`config.mk`:
```
export PLATFORM = sky130hd
export DESIGN_NAME = wdog_timer
export DESIGN_NICKNAME = d
export VERILOG_FILES = /design/src/rtl/wdog_pkg.sv /design/src/rtl/wdog_regs.sv /design/src/rtl/wdog_tick.sv /design/src/rtl/wdog_core.sv /design/src/rtl/wdog_timer.sv
export SDC_FILE = /design/constraint.sdc
export NUM_CORES = 1
export LEC_CHECK = 0
export ABC_AREA = 1
export ABC_CLOCK_PERIOD_IN_PS = 4350
export BUFFER_PORTS_ARGS = -buffer_cell sky130_fd_sc_hd__buf_4
export CAP_MARGIN = 30
export CORE_MARGIN = 1
export CORE_UTILIZATION = 45
export CTS_CLUSTER_DIAMETER = 30
export DETAILED_ROUTE_END_ITERATION = 8
export GPL_ROUTABILITY_DRIVEN = 0
export PLACE_DENSITY = 0.66
export SYNTH_ARGS = -nofsm -noshare
export SYNTH_HDL_FRONTEND = slang
export SYNTH_SLANG_ARGS = --single-unit
```
`constraint.sdc`:
```
create_clock -name clk_i -period 4.35 [get_ports clk_i]
set_input_delay 0.6525 -clock clk_i [delete_from_list [all_inputs] [get_ports clk_i]]
set_output_delay 0.6525 -clock clk_i [all_outputs]
set_load 0.05 [all_outputs]
```
`src/rtl/wdog_pkg.sv`:
```
package wdog_pkg;
  localparam int PRE_W = 8;
  localparam int SEL_W = 2;
  localparam logic [3:0] OFF_CTRL   = 4'h0;
  localparam logic [3:0] OFF_RELOAD = 4'h4;
  localparam logic [3:0] OFF_COUNT  = 4'h8;
  localparam logic [3:0] OFF_CLEAR  = 4'hC;

  typedef struct packed {
    logic [PRE_W-1:0] presc;
    logic [SEL_W-1:0] div_sel;
    logic             run;
    logic             irq_en;
    logic             rst_en;
  } ctrl_t;
endpackage

```
`src/rtl/wdog_regs.sv`:
```
module wdog_regs
  import wdog_pkg::*;
#(
  parameter int CNT_W  = 16,
  parameter int DATA_W = 32
) (
  input  logic              clk_i,
  input  logic              rst_ni,
  input  logic              req_i,
  input  logic              we_i,
  input  logic [3:0]        addr_i,
  input  logic [DATA_W-1:0] wdata_i,
  input  logic [CNT_W-1:0]  cnt_i,
  output ctrl_t             ctrl_o,
  output logic [CNT_W-1:0]  reload_o,
  output logic              load_o,
  output logic [CNT_W-1:0]  load_val_o,
  output logic              clr_o,
  output logic [DATA_W-1:0] rdata_o
);
  logic wr;
  assign wr         = req_i & we_i;
  assign load_o     = wr && addr_i == OFF_COUNT;
  assign load_val_o = wdata_i[CNT_W-1:0];
  assign clr_o      = wr && addr_i == OFF_CLEAR && wdata_i[0];

  always_ff @(posedge clk_i or negedge rst_ni) begin
    if (!rst_ni) begin
      ctrl_o   <= '0;
      reload_o <= '1;
    end else if (wr) begin
      if (addr_i == OFF_CTRL) begin
        ctrl_o.presc   <= wdata_i[8 +: PRE_W];
        ctrl_o.div_sel <= wdata_i[3 +: SEL_W];
        ctrl_o.run     <= wdata_i[5];
        ctrl_o.irq_en  <= wdata_i[2];
        ctrl_o.rst_en  <= wdata_i[0];
      end
      if (addr_i == OFF_RELOAD) reload_o <= wdata_i[CNT_W-1:0];
    end
  end

  always_comb begin
    rdata_o = '0;
    unique case (addr_i)
      OFF_CTRL: begin
        rdata_o[8 +: PRE_W] = ctrl_o.presc;
        rdata_o[5]          = ctrl_o.run;
        rdata_o[3 +: SEL_W] = ctrl_o.div_sel;
        rdata_o[2]          = ctrl_o.irq_en;
        rdata_o[0]          = ctrl_o.rst_en;
      end
      OFF_RELOAD: rdata_o[CNT_W-1:0] = reload_o;
      OFF_COUNT:  rdata_o[CNT_W-1:0] = cnt_i;
      default:    rdata_o = '0;
    endcase
  end
endmodule

```
`src/rtl/wdog_tick.sv`:
```
module wdog_tick
  import wdog_pkg::*;
#(
  parameter int BASE_DIV = 16
) (
  input  logic             clk_i,
  input  logic             rst_ni,
  input  logic             run_i,
  input  logic [PRE_W-1:0] presc_i,
  input  logic [SEL_W-1:0] div_sel_i,
  output logic             tick_o
);
  localparam int MAX_DIV = BASE_DIV << ((1 << SEL_W) - 1);
  localparam int DIV_W   = $clog2(MAX_DIV);

  logic [PRE_W-1:0] pre_cnt;
  logic [DIV_W-1:0] div_cnt, div_last;
  logic             pre_hit, div_hit;

  always_comb div_last = DIV_W'((BASE_DIV << div_sel_i) - 1);

  // >= keeps the chain bounded if the fields shrink mid-run
  assign pre_hit = pre_cnt >= presc_i;
  assign div_hit = div_cnt >= div_last;
  assign tick_o  = run_i & pre_hit & div_hit;

  always_ff @(posedge clk_i or negedge rst_ni) begin
    if (!rst_ni) begin
      pre_cnt <= '0;
      div_cnt <= '0;
    end else if (!run_i) begin
      pre_cnt <= '0;
      div_cnt <= '0;
    end else if (pre_hit) begin
      pre_cnt <= '0;
      div_cnt <= div_hit ? '0 : div_cnt + 1'b1;
    end else begin
      pre_cnt <= pre_cnt + 1'b1;
    end
  end

  assert_tick_gap_R4: assert property (@(posedge clk_i) disable iff (!rst_ni)
    tick_o |=> !tick_o);
  assert_stop_clears_R4: assert property (@(posedge clk_i) disable iff (!rst_ni)
    !run_i |=> pre_cnt == '0 && div_cnt == '0);
endmodule

```
`src/rtl/wdog_core.sv`:
```
module wdog_core #(
  parameter int CNT_W      = 16,
  parameter int RST_CYCLES = 128
) (
  input  logic             clk_i,
  input  logic             rst_ni,
  input  logic             tick_i,
  input  logic             load_i,
  input  logic [CNT_W-1:0] load_val_i,
  input  logic [CNT_W-1:0] reload_i,
  input  logic             irq_en_i,
  input  logic             rst_en_i,
  input  logic             clr_i,
  output logic [CNT_W-1:0] cnt_o,
  output logic             irq_o,
  output logic             rst_o
);
  localparam int RST_W = $clog2(RST_CYCLES + 1);

  logic [RST_W-1:0] rst_cnt;
  logic             expire;

  assign expire = tick_i && !load_i && cnt_o == CNT_W'(1);
  assign rst_o  = rst_cnt != '0;

  always_ff @(posedge clk_i or negedge rst_ni) begin
    if (!rst_ni) begin
      cnt_o   <= '1;
      irq_o   <= 1'b0;
      rst_cnt <= '0;
    end else begin
      if (load_i)      cnt_o <= load_val_i;
      else if (tick_i) cnt_o <= (cnt_o == '0) ? reload_i : cnt_o - 1'b1;

      if (expire && irq_en_i) irq_o <= 1'b1;
      else if (clr_i)         irq_o <= 1'b0;

      if (expire && rst_en_i) rst_cnt <= RST_W'(RST_CYCLES);
      else if (rst_o)         rst_cnt <= rst_cnt - 1'b1;
    end
  end

  assert_hold_R3: assert property (@(posedge clk_i) disable iff (!rst_ni)
    !tick_i && !load_i |=> $stable(cnt_o));
  assert_load_R5: assert property (@(posedge clk_i) disable iff (!rst_ni)
    load_i |=> cnt_o == $past(load_val_i));
  assert_reload_R6: assert property (@(posedge clk_i) disable iff (!rst_ni)
    tick_i && !load_i && cnt_o == '0 |=> cnt_o == $past(reload_i));
  assert_irq_sticky_R7: assert property (@(posedge clk_i) disable iff (!rst_ni)
    irq_o && !clr_i |=> irq_o);
  assert_rst_len_R8: assert property (@(posedge clk_i) disable iff (!rst_ni)
    rst_o && !(expire && rst_en_i) |=> rst_cnt == $past(rst_cnt) - 1'b1);
  assert_quiet_R9: assert property (@(posedge clk_i) disable iff (!rst_ni)
    !irq_o && !(expire && irq_en_i) |=> !irq_o);
endmodule

```
`src/rtl/wdog_timer.sv`:
```
module wdog_timer
  import wdog_pkg::*;
#(
  parameter int CNT_W      = 16,
  parameter int DATA_W     = 32,
  parameter int BASE_DIV   = 16,
  parameter int RST_CYCLES = 128
) (
  input  logic              clk_i,
  input  logic              rst_ni,
  input  logic              req_i,
  input  logic              we_i,
  input  logic [3:0]        addr_i,
  input  logic [DATA_W-1:0] wdata_i,
  output logic [DATA_W-1:0] rdata_o,
  output logic              irq_o,
  output logic              rst_o
);
  ctrl_t            ctrl;
  logic [CNT_W-1:0] reload, load_val, cnt;
  logic             load, clr, tick;

  wdog_regs #(.CNT_W(CNT_W), .DATA_W(DATA_W)) u_regs (
    .clk_i, .rst_ni, .req_i, .we_i, .addr_i, .wdata_i,
    .cnt_i(cnt), .ctrl_o(ctrl), .reload_o(reload), .load_o(load),
    .load_val_o(load_val), .clr_o(clr), .rdata_o
  );

  wdog_tick #(.BASE_DIV(BASE_DIV)) u_tick (
    .clk_i, .rst_ni, .run_i(ctrl.run), .presc_i(ctrl.presc),
    .div_sel_i(ctrl.div_sel), .tick_o(tick)
  );

  wdog_core #(.CNT_W(CNT_W), .RST_CYCLES(RST_CYCLES)) u_core (
    .clk_i, .rst_ni, .tick_i(tick), .load_i(load), .load_val_i(load_val),
    .reload_i(reload), .irq_en_i(ctrl.irq_en), .rst_en_i(ctrl.rst_en),
    .clr_i(clr), .cnt_o(cnt), .irq_o, .rst_o
  );
endmodule

```
Yosys cells after proc, flatten, opt, wreduce, memory -nomap -nowiden
Index checks and enable logic that the tools add are counted.
{"block": "word_totals", "regBits": 69, "word_cells": 60, "output_inout_bits": 34, "in_bits": 40}
{"block": "classes", "n_reduce_logical": 16, "n_shift": 1, "n_mux": 17, "magnitude_cmp": 2, "n_eq_ne": 5, "bitwise": 3, "add_sub_neg": 5}
{"cell": "2-to-1 mux 16 bit", "count": 3}
{"cell": "2-to-1 mux 8 bit", "count": 4}
{"cell": "one-hot mux 8 bit (3 select lines)", "count": 1}
{"cell": "2-to-1 mux 7 bit", "count": 3}
{"cell": "== test 16 x 1 -> 1 bit (second input constant)", "count": 1}
{"cell": "zero test 16 bit", "count": 1}
{"cell": "subtractor 16 x 1 -> 16 bit (second input constant)", "count": 1}
{"cell": "one-hot mux 4 bit (3 select lines)", "count": 1}
{"cell": "adder 8 x 1 -> 8 bit (second input constant)", "count": 1}
{"cell": "== test 4 bit (second input constant)", "count": 2}
{"cell": "greater-or-equal comparator 8 bit", "count": 1}
{"cell": "nonzero test 8 bit", "count": 1}
{"cell": "subtractor 8 x 1 -> 8 bit (second input constant)", "count": 1}
{"cell": "adder 7 x 1 -> 7 bit (second input constant)", "count": 1}
{"cell": "greater-or-equal comparator 7 bit", "count": 1}
{"cell": "logical AND 1 bit", "count": 7}
{"cell": "<< shifter 5 x 2 -> 7 bit (first input constant)", "count": 1}
{"cell": "subtractor 7 x 2 -> 7 bit (second input constant)", "count": 1}
{"cell": "nonzero test 2 bit", "count": 3}
{"cell": "== test 4 x 3 -> 1 bit (second input constant)", "count": 1}
{"cell": "zero test 4 bit", "count": 1}
{"cell": "one-hot mux 2 bit (2 select lines)", "count": 1}
{"cell": "AND reduction 2 bit", "count": 2}
{"cell": "bitwise AND 1 bit", "count": 3}
{"cell": "5 further kinds", "count": 6}

Depth between registers and ports, before layout
{"block": "logic_depth", "depth_word": 8, "depth_mapped": 15, "depth_no_buf": 14}

Hierarchy
Synthesis repeated with hierarchy kept, for this count alone.
{"block": "unflattened", "hier_cells": 726, "area_unflattened_um2": 5108.6}
{"mod": "wdog_core", "area_per_inst_um2": 2024.4, "n_inst": 1, "seq_area_each_um2": 645.6, "cells_per_inst": 318}
{"mod": "wdog_regs", "area_per_inst_um2": 1870.5, "n_inst": 1, "seq_area_each_um2": 745.7, "cells_per_inst": 244}
{"mod": "wdog_tick", "area_per_inst_um2": 1213.7, "n_inst": 1, "seq_area_each_um2": 375.4, "cells_per_inst": 164}

Worst setup path after synthesis
No wires, ideal clock.
{"block": "synth_timing", "kind": "input to output", "startpoint": "input port addr_i[1]", "endpoint": "output port rdata_o[7]", "path_stages": 5, "arrival_time_ns": 2.515, "path_slack_ns": 1.182, "n_path_buf": 1, "t_required_ns": 3.697, "cell_sequence": "or2_4 > nor3_4 > inv_1 > buf_2 > o21ai_0"}
{"block": "synth_via", "elab_chain_cells": 2, "word_cells_on_any_way": 3, "cone_classes": "eq/ne (2); mux (1)"}
{"element": "start, declared", "line_no": "wdog_timer.sv:13", "rtl": "input logic [3:0] addr_i,"}
{"element": "== test 4 bit or == test 4 x 3 -> 1 bit (tied branches)", "line_no": "wdog_regs.sv:45", "rtl": "unique case (addr_i)"}
{"element": "one-hot mux 2 bit (2 select lines) (*)", "line_no": "wdog_regs.sv:45"}
{"element": "end, declared", "line_no": "wdog_timer.sv:15", "rtl": "output logic [DATA_W-1:0] rdata_o,"}
Mark *: on every way between the ends. The rest lies on a longest branch, timed or not.

Worst setup path in the final report
{"block": "layout_timing", "startpoint": "input port addr_i[1]", "endpoint": "output port rdata_o[14]"}
{"block": "layout_via", "elab_chain_cells": 2, "word_cells_on_any_way": 4, "cone_classes": "eq/ne (2); mux (1); reduce/logical (1)"}
{"element": "== test 4 bit (tied with other cells)", "line_no": "wdog_regs.sv:45"}
{"element": "one-hot mux 8 bit (3 select lines) (*)", "line_no": "wdog_regs.sv:45"}
Marks and branches as above.

==> results.ini <==
[setup_path]
crit_path_top_delay_cell = o221ai_1
cp_common_cell = buf_4
path_buf_inv = 3
reg2reg_from = u_regs.ctrl_o[12]$_DFFE_PN0P_
cp_data_required_time_ns = 3.70
slowest_delay_ns = 0.34
path_delay_family = buffers and inverters
r2r-end = u_tick.pre_cnt[2]$_DFF_PN0_
cp_max_fo = 14
worst-setup-path-type = primary input to output port
r2r_slack_ns = 2.30
crit_chain = buf_4, or2_4, nor3_4, inv_1, o221ai_1, buf_4
startpoint_type = primary input
r2r_cells = 8
cp.arrival_ns = 2.22
endpoint_kind = output port

[routing]
viasPerCell = 4.91
routed_wl_mm = 10.4
ant_nets = 0
num_vias = 3852
drc = 0
routedWlPerCell_microns = 13.3
firstDrtPassIters = 7
drt-initial-drc-count = 182

[grt]
grt_usage = 0.218
grt_pass1_vias = 3566
grt_pass1_wl_mm = 17.3
grt_max_degree = 70
grt_antenna_before_repair = 0
overflow = 0

[final_layout]
num-fill-cells = 942
layout_commonest_cell = nand2_1
area.growth.synth_to_final_pct = 12.6
post-route-util = 0.520
multiInputGateArea_sq_um = 2230
antenna_cells = 0
drive_above_1_share = 0.183
regArea_sq_um = 1770
nets = 703
final_cell_mix = 188 x nand2_1, 82 x inv_1, 47 x nand3_1
finalInstanceArea_sq_um = 5030

[timing]
hold_viol = 0
setup_tns_ns = 0
setup_ws_ns = 1.48
finalSetupViolations = 0
final_max_slew_viol_count = 0
finalClockSkew_ns = 0.00911
rsz0062_at_grt = false
timing.final.crit_period_ns = 2.87
fin_crit_sh = 0.661
clock.fmax_ghz = 0.348
relSlewSlack = 0.410
worstMarginPinSlew_ns = 0.886

[clocking]
cts_resized = 0
cts.sinks = 69
cts_buffers = 9
post_cts_buffers = 0
clock_latency_ns = 0.35
clkSlewWorstSetupHoldPaths_ns = 0.08
cts_tree = done
clk_path_buf_depth = 2
root_buffer = clkbuf_8
postCtsHoldBufs = 0
htree_levels = 3

[placed_design]
place_hpwl_mm = 7.57
pre_cts_ws_ns = 1.47
placed_area_sq_um = 4810
place.port_buffers = 41

[power_and_ir_drop]
p_leak_nw = 2.48
power_density_nw_per_um2 = 406
p_total_mw = 2.04
ir_drop_uv = 230

[floorplanning]
ios = 74
num_rows = 36
core_sq_um = 9680
die_h_microns = 102
initial_utilization = 0.462
die_area_sq_um = 10300
die_x_microns = 102

[synthesis]
synth_fa_ha_area_frac = 0.0476
yosys-top-cells-area = dfrtp_1 21%, dfstp_2 19%, nand2_1 16%, inv_1 6.9%, nand3_1 5.3%
syn_avg_cell_area_sq_um = 7.35
synth.distinct_cells = 36
synthSimpleGateAreaFrac = 0.307
synth_cells = 608
synth-xor-area-share = 0.0274
synth_top_family_by_area = simple AND/OR/NAND/NOR gates
yosys_register_bits = 69
synth-compound-area-share = 0.0971
synth_top_area_share = 0.207
yosys_warnings = 0
yosysTopAreaCell = dfrtp_1
ys_seq_area_frac = 0.395
muxShareOfSynthArea = 0.00672
syn-cell-area_sq_um = 4470

[flow_run]
max_cap_viol_count = 0

[min_path]
worstHoldPathType = primary input to asynchronous set/reset pin

[outcome]
status = finished, final reports clean

[worst max-delay path by stage]
| stage | startpoint | end | slack [ns] | cells after the start |
|---|---|---|---|---|
| 3_3_place_gp | addr_i[1] | rdata_o[14] | 1.49 | 6 |
| 6_report | addr_i[1] | rdata_o[14] | 1.48 | 6 |
| 2_1_floorplan | addr_i[1] | rdata_o[7] | 1.18 | 5 |
| 5_1_grt | addr_i[1] | rdata_o[3] | 1.41 | 6 |
| 4_1_cts | addr_i[1] | rdata_o[13] | 1.46 | 6 |
| 3_5_place_dp | addr_i[1] | rdata_o[13] | 1.47 | 6 |
[logic make-up (layout without fill, tap and decap cells)]
| group | count (synthesis) | count (layout) |
|---|---|---|
| AND/OR/NAND/NOR | 312 | 312 |
| buffers and inverters | 118 | 146 |
| AO/OA/AOI/OAI | 75 | 75 |
| flip-flops | 69 | 69 |
| adder cells (fa/ha/maj) | 17 | 17 |
| XOR/XNOR | 14 | 14 |
| multiplexers | 2 | 2 |
| other | 1 | 16 |
[cells in the mapped netlist]
cell	n
nand2_1	188
inv_1	82
nand3_1	47
nor2_1	46
o21ai_0	42
dfrtp_1	37
dfstp_2	32
buf_4	17
ha_1	17
a21oi_1	14
o221ai_1	12
xor2_1	12
inv_2	7
nor2_2	6
nor3_1	6
clkbuf_1	5
buf_2	4
nand2_2	4
o22ai_1	4
nand3_2	3
nor3_4	3
buf_6	2
mux2_4	2
nand4_1	2
nor2_4	2
xnor2_1	2
a31o_2	1
and3_1	1
buf_1	1
conb_1	1
nand2_4	1
nand3b_1	1
nand4_4	1
o21a_1	1
o31ai_1	1
or2_4	1
[state kept, by name (all words and copies together), names as in the netlist]
| name | flops |
|---|---|
| u_core.cnt_o | 16 |
| u_core.irq_o | 1 |
| u_core.rst_cnt | 8 |
| u_regs.ctrl_o | 13 |
| u_regs.reload_o | 16 |
| u_tick.div_cnt | 7 |
| u_tick.pre_cnt | 8 |
[where the power goes]
group,switching [mW],internal (mW)
Combinational,0.389,0.191
Clock,0.258,0.341
Sequential,0.0927,0.773
Total,0.740,1.30
[cell type report]
class / instances / share of cell area
repair buffers: 41 / 0.0611
clock inverters: 5 / 0.0164
multi-input cells: 436 / 0.444
flip-flops and latches: 69 / 0.351
well taps: 133 / 0.0331
clock buffers: 11 / 0.0281
inverters: 89 / 0.0664
[per-stage QoR]
stage / std cells / hold WS [ns]
after floorplan: 623 / 0.357
after global placement: 768 / 0.470
after detailed placement: 768 / 0.475
after CTS: 784 / 0.458
after global routing: 784 / 0.477
final: 784 / 0.422
[routing by layer]
layer  vias to the layer above  part of all wire  GRT usage
met5                         -                 0          0
met4                         0            0.0092     0.0569
met3                        10             0.046     0.0442
met2                        80              0.48      0.361
met1                      1787              0.47      0.290
li1                       1975                 -          -
Power figures use the tool's default switching activity.
